==> config.mk <==
export PLATFORM = sky130hd
export DESIGN_NAME = vsd_uop_decoder
export DESIGN_NICKNAME = d
export VERILOG_FILES = /design/src/rtl/vsd_pkg.sv /design/src/rtl/vsd_evl_calc.sv /design/src/rtl/vsd_mask_window.sv /design/src/rtl/vsd_uop_decoder.sv
export SDC_FILE = /design/constraint.sdc
export NUM_CORES = 2
export LEC_CHECK = 0
export BUFFER_PORTS_ARGS = -buffer_cell sky130_fd_sc_hd__buf_4
export CAP_MARGIN = 10
export CORE_UTILIZATION = 44
export DETAILED_ROUTE_END_ITERATION = 8
export PLACE_DENSITY = 0.66
export SLEW_MARGIN = 20
export SYNTH_ARGS = -nofsm -noshare
export SYNTH_HDL_FRONTEND = slang
export SYNTH_SLANG_ARGS = --single-unit
==> constraint.sdc <==
create_clock -name clk -period 16.8 [get_ports clk]
set_input_delay 2.52 -clock clk [delete_from_list [all_inputs] [get_ports clk]]
set_output_delay 2.52 -clock clk [all_outputs]
set_load 0.1 [all_outputs]
==> src/rtl/vsd_pkg.sv <==
package vsd_pkg;

    typedef enum logic [2:0] {
        K_UNIT    = 3'd0,
        K_MASK    = 3'd1,
        K_WHOLE   = 3'd2,
        K_STRIDED = 3'd3,
        K_INDEXED = 3'd4
    } st_kind_e;

    localparam logic [2:0] WIDTH_FULL = 3'd4;

    function automatic logic kind_splits(st_kind_e k);
        return (k == K_STRIDED) || (k == K_INDEXED);
    endfunction

endpackage

==> src/rtl/vsd_evl_calc.sv <==
module vsd_evl_calc #(
    parameter int VLEN  = 128,
    parameter int IDX_W = 8,
    parameter int NF_W  = 4
) (
    input  vsd_pkg::st_kind_e  kind,
    input  logic [IDX_W-1:0]   vl,
    input  logic [NF_W-1:0]    nfields,
    input  logic [1:0]         eew,
    output logic [IDX_W-1:0]   evl
);
    import vsd_pkg::*;

    localparam int MASK_W = VLEN / 8;
    localparam int PW     = IDX_W + NF_W;

    logic [PW-1:0]  whole_len;
    logic [IDX_W:0] byte_len;

    always_comb begin
        whole_len = (PW'(nfields) * PW'(MASK_W)) >> eew;
        byte_len  = ({1'b0, vl} + (IDX_W+1)'(7)) >> 3;
        case (kind)
            K_WHOLE: evl = IDX_W'(whole_len);
            K_MASK:  evl = IDX_W'(byte_len);
            default: evl = vl;
        endcase
    end

endmodule

==> src/rtl/vsd_mask_window.sv <==
module vsd_mask_window #(
    parameter int VLEN  = 128,
    parameter int IDX_W = 8,
    parameter int CNT_W = 5
) (
    input  logic [IDX_W-1:0]    first,
    input  logic [CNT_W-1:0]    count,
    input  logic [IDX_W-1:0]    vstart,
    input  logic [IDX_W-1:0]    evl,
    input  logic                unmasked,
    input  logic [VLEN-1:0]     v0,
    output logic [VLEN/8-1:0]   mask
);
    localparam int MASK_W = VLEN / 8;
    localparam int SEL_W  = $clog2(VLEN);

    for (genvar i = 0; i < MASK_W; i++) begin : g_bit
        logic [IDX_W:0] elem;
        logic           enabled;
        assign elem    = {1'b0, first} + (IDX_W+1)'(i);
        assign enabled = (elem < (IDX_W+1)'(VLEN)) ? v0[elem[SEL_W-1:0]] : 1'b0;
        assign mask[i] = (CNT_W'(i) < count)
                      && (elem >= {1'b0, vstart})
                      && (elem <  {1'b0, evl})
                      && (unmasked || enabled);
    end

endmodule

==> src/rtl/vsd_uop_decoder.sv <==
module vsd_uop_decoder #(
    parameter  int VLEN   = 128,
    parameter  int UIDX_W = 3,
    parameter  int NF_W   = 4,
    parameter  int XLEN   = 32,
    localparam int MASK_W = VLEN / 8,
    localparam int IDX_W  = $clog2(VLEN) + 1,
    localparam int CNT_W  = $clog2(MASK_W) + 1
) (
    input  logic                    clk,
    input  logic                    rst_n,
    input  logic                    redirect_valid,
    input  logic                    in_valid,
    output logic                    in_ready,
    input  logic [2:0]              in_kind,
    input  logic                    in_vm,
    input  logic [VLEN-1:0]         in_v0,
    input  logic [IDX_W-1:0]        in_vstart,
    input  logic [IDX_W-1:0]        in_vl,
    input  logic [1:0]              in_eew,
    input  logic [1:0]              in_sew,
    input  logic signed [2:0]       in_emul,
    input  logic signed [2:0]       in_lmul,
    input  logic [NF_W-1:0]         in_nfields,
    input  logic [UIDX_W-1:0]       in_uop_idx,
    input  logic [XLEN-1:0]         in_stride,
    output logic                    out_valid,
    input  logic                    out_ready,
    output logic [MASK_W-1:0]       out_flow_mask,
    output logic [CNT_W-1:0]        out_flow_cnt,
    output logic [MASK_W-1:0]       out_merge_mask,
    output logic [CNT_W-1:0]        out_merge_cnt,
    output logic [UIDX_W-1:0]       out_vd_idx,
    output logic [2:0]              out_width,
    output logic                    out_split,
    output logic [XLEN-1:0]         out_offset,
    output logic [XLEN-1:0]         out_stride
);
    import vsd_pkg::*;

    typedef struct packed {
        logic                valid;
        st_kind_e            kind;
        logic                split;
        logic [1:0]          dw;
        logic [2:0]          width;
        logic [IDX_W-1:0]    first;
        logic [UIDX_W-1:0]   vd;
        logic [MASK_W-1:0]   fmask;
        logic [CNT_W-1:0]    fcnt;
        logic [MASK_W-1:0]   mmask;
        logic [CNT_W-1:0]    mcnt;
        logic [XLEN-1:0]     stride;
    } dec_t;

    typedef struct packed {
        logic                valid;
        logic [MASK_W-1:0]   fmask;
        logic [CNT_W-1:0]    fcnt;
        logic [MASK_W-1:0]   mmask;
        logic [CNT_W-1:0]    mcnt;
        logic [UIDX_W-1:0]   vd;
        logic [2:0]          width;
        logic                split;
        logic [XLEN-1:0]     offset;
        logic [XLEN-1:0]     stride;
    } res_t;

    typedef struct packed {
        dec_t s0;
        res_t s1;
    } pipe_t;

    pipe_t st_d, st_q;

    // First-stage decode of the offered uop
    st_kind_e          kind_d;
    logic              indexed_d, shared_d, unmasked_d;
    logic [1:0]        dw_d, fw_d;
    logic [2:0]        grp_shift_d;
    logic [CNT_W-1:0]  flows_d, per_vd_d;
    logic [UIDX_W-1:0] vd_d;
    logic [IDX_W-1:0]  first_d, vd_first_d, evl_d;
    logic [MASK_W-1:0] fmask_d, mmask_d;

    always_comb begin
        kind_d      = st_kind_e'(in_kind);
        indexed_d   = (kind_d == K_INDEXED);
        dw_d        = indexed_d ? in_sew : in_eew;
        fw_d        = (indexed_d && (in_sew > in_eew)) ? in_sew : in_eew;
        flows_d     = CNT_W'(MASK_W) >> fw_d;
        per_vd_d    = CNT_W'(MASK_W) >> dw_d;
        shared_d    = indexed_d && (in_emul > in_lmul);
        grp_shift_d = in_emul - in_lmul;
        vd_d        = shared_d ? (in_uop_idx >> grp_shift_d) : in_uop_idx;
        first_d     = IDX_W'(in_uop_idx) * IDX_W'(flows_d);
        vd_first_d  = IDX_W'(vd_d) * IDX_W'(per_vd_d);
        unmasked_d  = in_vm || (kind_d == K_MASK) || (kind_d == K_WHOLE);
    end

    vsd_evl_calc #(.VLEN(VLEN), .IDX_W(IDX_W), .NF_W(NF_W)) u_evl (
        .kind    (kind_d),
        .vl      (in_vl),
        .nfields (in_nfields),
        .eew     (in_eew),
        .evl     (evl_d)
    );

    vsd_mask_window #(.VLEN(VLEN), .IDX_W(IDX_W), .CNT_W(CNT_W)) u_flow_win (
        .first    (first_d),
        .count    (flows_d),
        .vstart   (in_vstart),
        .evl      (evl_d),
        .unmasked (unmasked_d),
        .v0       (in_v0),
        .mask     (fmask_d)
    );

    vsd_mask_window #(.VLEN(VLEN), .IDX_W(IDX_W), .CNT_W(CNT_W)) u_merge_win (
        .first    (vd_first_d),
        .count    (per_vd_d),
        .vstart   (in_vstart),
        .evl      (evl_d),
        .unmasked (unmasked_d),
        .v0       (in_v0),
        .mask     (mmask_d)
    );

    // Handshake
    logic s1_free, s0_free;
    assign s1_free  = !st_q.s1.valid || out_ready;
    assign s0_free  = !st_q.s0.valid || s1_free;
    assign in_ready = s0_free;

    always_comb begin
        st_d = st_q;
        if (s1_free) begin
            st_d.s1.valid = st_q.s0.valid;
            if (st_q.s0.valid) begin
                st_d.s1.fmask = st_q.s0.fmask;
                st_d.s1.fcnt  = st_q.s0.fcnt;
                st_d.s1.mmask = st_q.s0.mmask;
                st_d.s1.mcnt  = st_q.s0.mcnt;
                st_d.s1.vd    = st_q.s0.vd;
                st_d.s1.width = st_q.s0.width;
                st_d.s1.split = st_q.s0.split;
                case (st_q.s0.kind)
                    K_STRIDED: begin
                        st_d.s1.offset = XLEN'(st_q.s0.first) * st_q.s0.stride;
                        st_d.s1.stride = st_q.s0.stride;
                    end
                    K_INDEXED: begin
                        st_d.s1.offset = '0;
                        st_d.s1.stride = XLEN'(1) << st_q.s0.dw;
                    end
                    default: begin
                        st_d.s1.offset = XLEN'(st_q.s0.first) << st_q.s0.dw;
                        st_d.s1.stride = XLEN'(1) << st_q.s0.dw;
                    end
                endcase
            end
        end
        if (s0_free) begin
            st_d.s0.valid = in_valid;
            if (in_valid) begin
                st_d.s0.kind   = kind_d;
                st_d.s0.split  = kind_splits(kind_d);
                st_d.s0.dw     = dw_d;
                st_d.s0.width  = kind_splits(kind_d) ? {1'b0, dw_d} : WIDTH_FULL;
                st_d.s0.first  = first_d;
                st_d.s0.vd     = vd_d;
                st_d.s0.fmask  = fmask_d;
                st_d.s0.fcnt   = kind_splits(kind_d) ? flows_d : CNT_W'(1);
                st_d.s0.mmask  = mmask_d;
                st_d.s0.mcnt   = per_vd_d;
                st_d.s0.stride = in_stride;
            end
        end
        if (redirect_valid) begin
            st_d.s0.valid = 1'b0;
            st_d.s1.valid = 1'b0;
        end
    end

    always_ff @(posedge clk) begin
        if (!rst_n) begin
            st_q <= '0;
        end else begin
            st_q <= st_d;
        end
    end

    assign out_valid      = st_q.s1.valid;
    assign out_flow_mask  = st_q.s1.fmask;
    assign out_flow_cnt   = st_q.s1.fcnt;
    assign out_merge_mask = st_q.s1.mmask;
    assign out_merge_cnt  = st_q.s1.mcnt;
    assign out_vd_idx     = st_q.s1.vd;
    assign out_width      = st_q.s1.width;
    assign out_split      = st_q.s1.split;
    assign out_offset     = st_q.s1.offset;
    assign out_stride     = st_q.s1.stride;

    // Stalled result stays put
    p_hold_r10: assert property (@(posedge clk) disable iff (!rst_n)
        out_valid && !out_ready && !redirect_valid |=>
            out_valid && $stable(out_flow_mask) && $stable(out_merge_mask)
            && $stable(out_offset) && $stable(out_vd_idx));

    // Input only blocked by a stalled, full pipe
    p_stall_src_r10: assert property (@(posedge clk) disable iff (!rst_n)
        !in_ready |-> out_valid && !out_ready);

    // Redirect empties the block
    p_flush_r11: assert property (@(posedge clk) disable iff (!rst_n)
        redirect_valid |=> !out_valid);

    // Flow mask never wider than the split count
    p_flow_bound_r3: assert property (@(posedge clk) disable iff (!rst_n)
        out_valid && out_split |-> $countones(out_flow_mask) <= int'(out_flow_cnt));

    // Merge mask confined to the register window
    p_merge_bound_r5: assert property (@(posedge clk) disable iff (!rst_n)
        out_valid |-> (out_merge_mask >> out_merge_cnt) == '0);

    // Width code agrees with the split flag
    p_width_r7: assert property (@(posedge clk) disable iff (!rst_n)
        out_valid |-> (out_split == (out_width != WIDTH_FULL)));

endmodule

Word level (Yosys, flattened, before mapping):

Cells that the tools add are included.

* latch bits: 0
* memories: 0
* bits in writable memories: 0
* output and inout port bits: 115
* flip-flop bits (word level): 209
* bits in read-only memories: 0

* shift operators: 6
* equal/unequal tests: 6
* $add $sub $neg: 32
* magnitude comparators: 162
* bitwise logic cells: 1
* multiply operators: 3
* divide/modulo/power cells: 0
* muxes and demuxes: 103
* reduce and logical (&&, ||, !) cells: 140

Operator list (count)
* >= comparator 9 x 8 -> 1 bit: 30
* < comparator 9 x 8 -> 1 bit: 30
* < comparator 9 x 8 -> 1 bit (second input constant): 30
* < comparator 7 x 8 -> 1 bit (second input constant): 32
* binary-select mux 1 bit (select 7 bit): 32
* adder 8 x 4 -> 9 bit (second input constant): 16
* case mux 64 bit (2 select lines): 1
* logical AND 1 bit: 98
* adder 8 x 3 -> 9 bit (second input constant): 9
* < comparator 4 x 5 -> 1 bit (first input constant): 16
* two-way mux 1 bit: 64
* < comparator 3 x 5 -> 1 bit (first input constant): 8
* logical OR 1 bit: 37
* adder 8 x 2 -> 9 bit (second input constant): 4
* multiplier 8 x 32 -> 32 bit: 1
* left shift 1 x 2 -> 32 bit (first input constant): 1
* left shift 8 x 2 -> 32 bit: 1
* < comparator 1 x 5 -> 1 bit (first input constant): 4
* < comparator 2 x 5 -> 1 bit (first input constant): 4
* adder 8 x 1 -> 9 bit (second input constant): 2
* >= comparator 8 bit: 2
* < comparator 8 bit: 2
* < comparator 8 bit (second input constant): 2
* multiplier 3 x 5 -> 8 bit: 2
* 17 further kinds: 25

Logic depth before layout (Yosys ltp):

* word-level depth: 11
* mapped depth: 30
* mapped depth without buffers: 29

Cells and area by module:

Synthesis repeated with hierarchy kept, for this count alone.

* cell total of the unflattened synthesis: 4357
* area total of the unflattened synthesis: 40647.7 sq um

Modules (own cells, without submodules)
* vsd_uop_decoder: times used 1, area each 15434.8 sq um, cells each 1837
* vsd_mask_window (u_merge_win): times used 1, area each 12454.4 sq um, cells each 1289
* vsd_mask_window (u_flow_win): times used 1, area each 12450.7 sq um, cells each 1192
* vsd_evl_calc: times used 1, area each 307.8 sq um, cells each 39

Worst setup path before layout:

No wires, ideal clock.

* path kind: input port to flip-flop
* from: input port in_eew[1]
* to: register st_q[179] in the netlist's numbering
* path buffers: 6
* data arrival time: 8.731 ns
* required time: 16.679 ns
* path slack: 7.948 ns
* cell stages on the path: 27
* path through: inv_1 ha_1 nor2b_1 o211a_1 or3_1 o21ai_0 and2_1 ha_1 clkbuf_1 clkinv_1 buf_1 clkbuf_1 ha_1 clkbuf_1 inv_1 buf_1 clkbuf_1 ha_1 a21o_1 a21o_1 a21oi_1 nor2_1 a2111oi_0 o21a_1 nor3_1 nand2b_1 o21ai_0

* longest elaborated chain between the ends: 11
* elaborated cells on any way between the ends: 19
* those cells by class: add/sub (1); mul (1); order compare (5); shift (2); mux (5); reduce/logical (5)

RTL lines
* start, declared: line vsd_uop_decoder.sv:20 `input logic [1:0] in_eew,`
* greater-than comparator 2 bit: line vsd_uop_decoder.sv:90 `fw_d = (indexed_d && (in_sew > in_eew)) ? in_sew : in_eew;`
* logical AND 1 bit: line vsd_uop_decoder.sv:90
* two-way mux 2 bit (*): line vsd_uop_decoder.sv:90
* >> shifter 5 x 2 -> 5 bit (*): line vsd_uop_decoder.sv:91 `flows_d = CNT_W'(MASK_W) >> fw_d;`
* multiplier 3 x 5 -> 8 bit (*): line vsd_uop_decoder.sv:96 `first_d = IDX_W'(in_uop_idx) * IDX_W'(flows_d);`
* net first_d[2]: line vsd_uop_decoder.sv:83 `logic [IDX_W-1:0] first_d, vd_first_d, evl_d;`
* adder 8 x 3 -> 9 bit (*): line vsd_mask_window.sv:20 `assign elem = {1'b0, first} + (IDX_W+1)'(i);`
* binary-select mux 1 bit (select 7 bit): line vsd_mask_window.sv:21 `assign enabled = (elem < (IDX_W+1)'(VLEN)) ? v0[elem[SEL_W-1:0]] : 1'b0;`
* two-way mux 1 bit (implied by the code): line vsd_mask_window.sv:21
* two-way mux 1 bit: line vsd_mask_window.sv:21
* logical OR 1 bit: line vsd_mask_window.sv:25 `&& (unmasked || enabled);`
* logical AND 1 bit (*): line vsd_mask_window.sv:25
* end signal, assigned: line vsd_uop_decoder.sv:189 `st_q <= st_d;`
* end, declared: line vsd_uop_decoder.sv:74 `pipe_t st_d, st_q;`

Mark *: on every way through the listed nets, which the timed path passes. The rest lies on a longest branch. The select of a mux whose other input is x is not followed.
A chain may end at the register's enable or synchronous reset.

Final worst setup path:

* from: input port in_kind[1]
* to: register st_q[153] in the netlist's numbering

* longest elaborated chain between the ends: 10
* elaborated cells on any way between the ends: 23
* those cells by class: add/sub (1); mul (1); order compare (4); eq/ne (3); shift (1); mux (6); reduce/logical (7)

RTL lines
* start, declared: line vsd_uop_decoder.sv:15 `input logic [2:0] in_kind,`
* == test 3 bit: line vsd_uop_decoder.sv:88 `indexed_d = (kind_d == K_INDEXED);`
* two-way mux 2 bit or logical AND 1 bit (tied branches): line vsd_uop_decoder.sv:89, vsd_uop_decoder.sv:93
* >> shifter 5 x 2 -> 5 bit or two-way mux 3 bit (tied branches): line vsd_uop_decoder.sv:92, vsd_uop_decoder.sv:95
* multiplier 3 x 5 -> 8 bit: line vsd_uop_decoder.sv:97 `vd_first_d = IDX_W'(vd_d) * IDX_W'(per_vd_d);`
* adder 8 x 2 -> 9 bit: line vsd_mask_window.sv:20
* binary-select mux 1 bit (select 7 bit): line vsd_mask_window.sv:21
* two-way mux 1 bit (implied by the code): line vsd_mask_window.sv:21
* two-way mux 1 bit: line vsd_mask_window.sv:21
* logical OR 1 bit: line vsd_mask_window.sv:25
* logical AND 1 bit (*): line vsd_mask_window.sv:25

Mark *: on every way between the ends. The rest lies on a longest branch, timed or not. The select of a mux whose other input is x is not followed.

==> run summary <==
# nets final = 4167
# port buffers = 314
critical path depth in cells = 22
setup tns final = 0 ps
worst reg2reg path depth = 17
outcome = finished clean
final hold vios = 0
FF/Latch Area = 0.00406 sq mm
min-delay worst type = reg2reg
setup slack after placement = 7060 ps
Worst Setup Start Kind = primary input
hold depth = 2
worst path bufs/invs = 3
Setup violations, final = 0
Worst Setup SP = in_kind[1]
DRT antenna net count = 0
Finished Cell Area = 0.0347 sq mm
PD cells = 71.4 mW/mm^2
Wirelength per Cell = 27.9 microns
final wirelength = 125000 microns
slew margin rel. = 16.7%
CP Data Arrival Time = 9970 ps
CTS tree = yes
Cells after Synth = 3447
achievable frequency = 105 MHz
initial antenna violation count = 4
Synth Cell Area = 0.0315 sq mm
crit-path max cell delay = 740 ps
post-synthesis async set-or-reset flop share = 0%
first-pass GRT wire length = 186000 microns
clk slew on worst S/H paths = 70 ps
final worst setup slack = 7280 ps
via count = 29700
share of cells above drive strength 1 = 21.4%
Die ar. = 0.0727 sq mm
Post-Syn Area per Cell = 9.14 sq um
ys flop type = dfxtp_1
measured slew at the worst slew-check pin = 1250 ps
most common cell after layout, fill and taps aside = nand2_1
r2r setup slk = 11190 ps
DRC = 0
max cap viols = 0
Syn. warnings = 0
CTS sink count = 203
vias in the first global route = 28200
Finished Layout Cells = 4499
Syn-to-layout area delta = 10.3%
skew final = 33.7 ps
worst skew pair latency = 560 ps
share of the yosys chip area belonging to registers = 12.9%
GRT overflow = 0
r2r endpoint = out_offset[31]
Max Slew Vio Count = 0
commonest non-fill, non-tap cells in the layout = nand2_1, buf_4, ha_1, mux4_2, a21oi_1
Area after DPL = 0.0339 sq mm
RSZ-0062 raised after global routing = no
most used cell, CP = o21ai_0
Critical Path End Type = flip-flop
dpl hpwl = 97100 microns
Critical R2R Launch = st_q[198]
kind of cell adding the most delay to the critical path = compound AO/OA/AOI/OAI gates
Req. time, crit path = 17250 ps
DRT Pass-1 Iters = 6
GP Congestion = 1.05
vias per cell = 6.60
CTS Buf Count = 24
CP max-delay cell = clkinv_1
Starting Density = 44.8%
CP endpoint = st_q[153]
Netlist cell types = 95
CP Max Fanout = 16
worst path cell trace = buf_4 -> nor3b_2 -> o21ai_0 -> a21o_1 -> a21oi_1 -> nor2_1 -> fa_1 -> ha_1 -> fa_1 -> xnor2_1 -> clkinv_1 -> and2_1 -> nand2_1 -> xnor2_1 -> o21ai_0 -> inv_1 -> ha_1 -> a21o_1 -> a2111oi_0 -> a221oi_1 -> o21ai_0 -> nor3_1
Total Power = 2480 uW
Hold Buf Count CTS = 0
CTS Root Cell = clkbuf_16
maximum VDD drop = 0.0644 mV
placed cells = 4456
Row Count = 97
final worst path period share = 56.7%
worst setup path category = in2reg
Core Area = 0.0704 sq mm
Multi-input gate area = 0.0252 sq mm
fill cell count = 6724
Post-synth EDFFs = 0
post-layout min period = 9520 ps
setup bufs post-CTS = 0
CTS H-tree lvls = 1
Post-CTS Resized = 0
I/O Pins = 317
Die Ht = 270 microns
Die Wd = 270 microns
P_leak = 0.0152 uW
Tot GR Track Use = 33.7%
largest net degree at the start of global routing = 78
starting DRC count in detailed routing = 3462
clock buffer depth = 3
Yosys reg bits = 203
## state kept, by name, indices dropped and copies added, names as in the netlist, 2 cells and up
signal          count
out_flow_cnt        5
out_vd_idx          3
out_offset         31
out_merge_mask     16
out_width           2
out_merge_cnt       4
out_stride         32
st_q               92
out_flow_mask      16
## cells in the mapped netlist, types with 30 or more instances
library cell	n	area, sq um
inv_1	140	526
nand2_1	453	1700
xnor2_1	79	692
fa_1	134	2680
nor3_1	45	225
a22oi_1	64	480
nand3_1	77	385
a21o_1	86	646
and2_1	135	845
clkbuf_1	150	563
nand2b_1	30	188
o21ai_0	85	425
mux4_2	276	6220
nor2_1	207	777
ha_1	289	3620
dfxtp_1	203	4060
mux2i_1	173	1730
nand4_1	33	206
buf_4	125	938
a21oi_1	226	1130
## stage by stage
step / utilization (%) / hold WS, ps
global route: 49.3 / 476
floorplan: - / 425
global placement: 48.2 / 441
CTS: 49.3 / 456
detailed placement: 48.2 / 445
finish: 49.4 / 454
## area by class of cell
class                   count  share of cell area [%]
repair buffers            386                    8.34
flip-flops and latches    203                    11.7
clock inverters            12                   0.465
multi-input cells        2770                    72.5
clock buffers              30                    1.91
diodes                      1                 0.00720
inverters                 157                    1.73
well taps                 940                    3.39
## worst register-to-register path, cell delays in order, from the launching register on
cell and delay, ps:
dfxtp_1 320, buf_4 350, nand2_1 170, fa_1 550
inv_1 50, fa_1 500, fa_1 520, fa_1 510
ha_1 370, a211o_1 310, a211oi_1 490, o31a_1 310
o21ba_2 220, o22ai_1 130, o21ai_0 230, xnor2_1 160
nand3_1 150, a21oi_1 200
## logic make-up after synthesis
logic type      share of synthesized area, %
compound gates                          14.3
xor+xnor                                2.78
fa+ha+maj                               20.0
buf+inv                                 7.51
flops                                   12.9
mux                                     26.3
other cells                           0.0119
simple gates                            16.2
## where the power goes
part,total (uW),internal (uW),switching [uW]
clock network,562,328,234
logic,1410,576,829
registers,514,494,19.6
total,2480,1400,1080
## routing by layer
metal | routed length [microns] | GRT usage, % | vias to the layer above
met3 | 14200 | 7.28 | 381
li1 | - | - | 12800
met2 | 53700 | 50.5 | 2051
met5 | 27 | 0 | -
met1 | 48800 | 44.9 | 14500
met4 | 8630 | 19.3 | 4
## how the worst min path moves through the flow
| stage | from | endpoint | slack [ps] |
|---|---|---|---|
| 6_report | st_q[147] | out_merge_cnt[1] | 450 |
| 4_1_cts | st_q[193] | st_q[193] | 460 |
| 5_1_grt | st_q[197] | st_q[197] | 480 |
| 3_3_place_gp | out_offset[31] | out_offset[31] | 440 |
| 3_5_place_dp | st_q[187] | st_q[187] | 440 |
| 2_1_floorplan | st_q[162] | st_q[162] | 420 |
(Power assumes the default switching activity.)
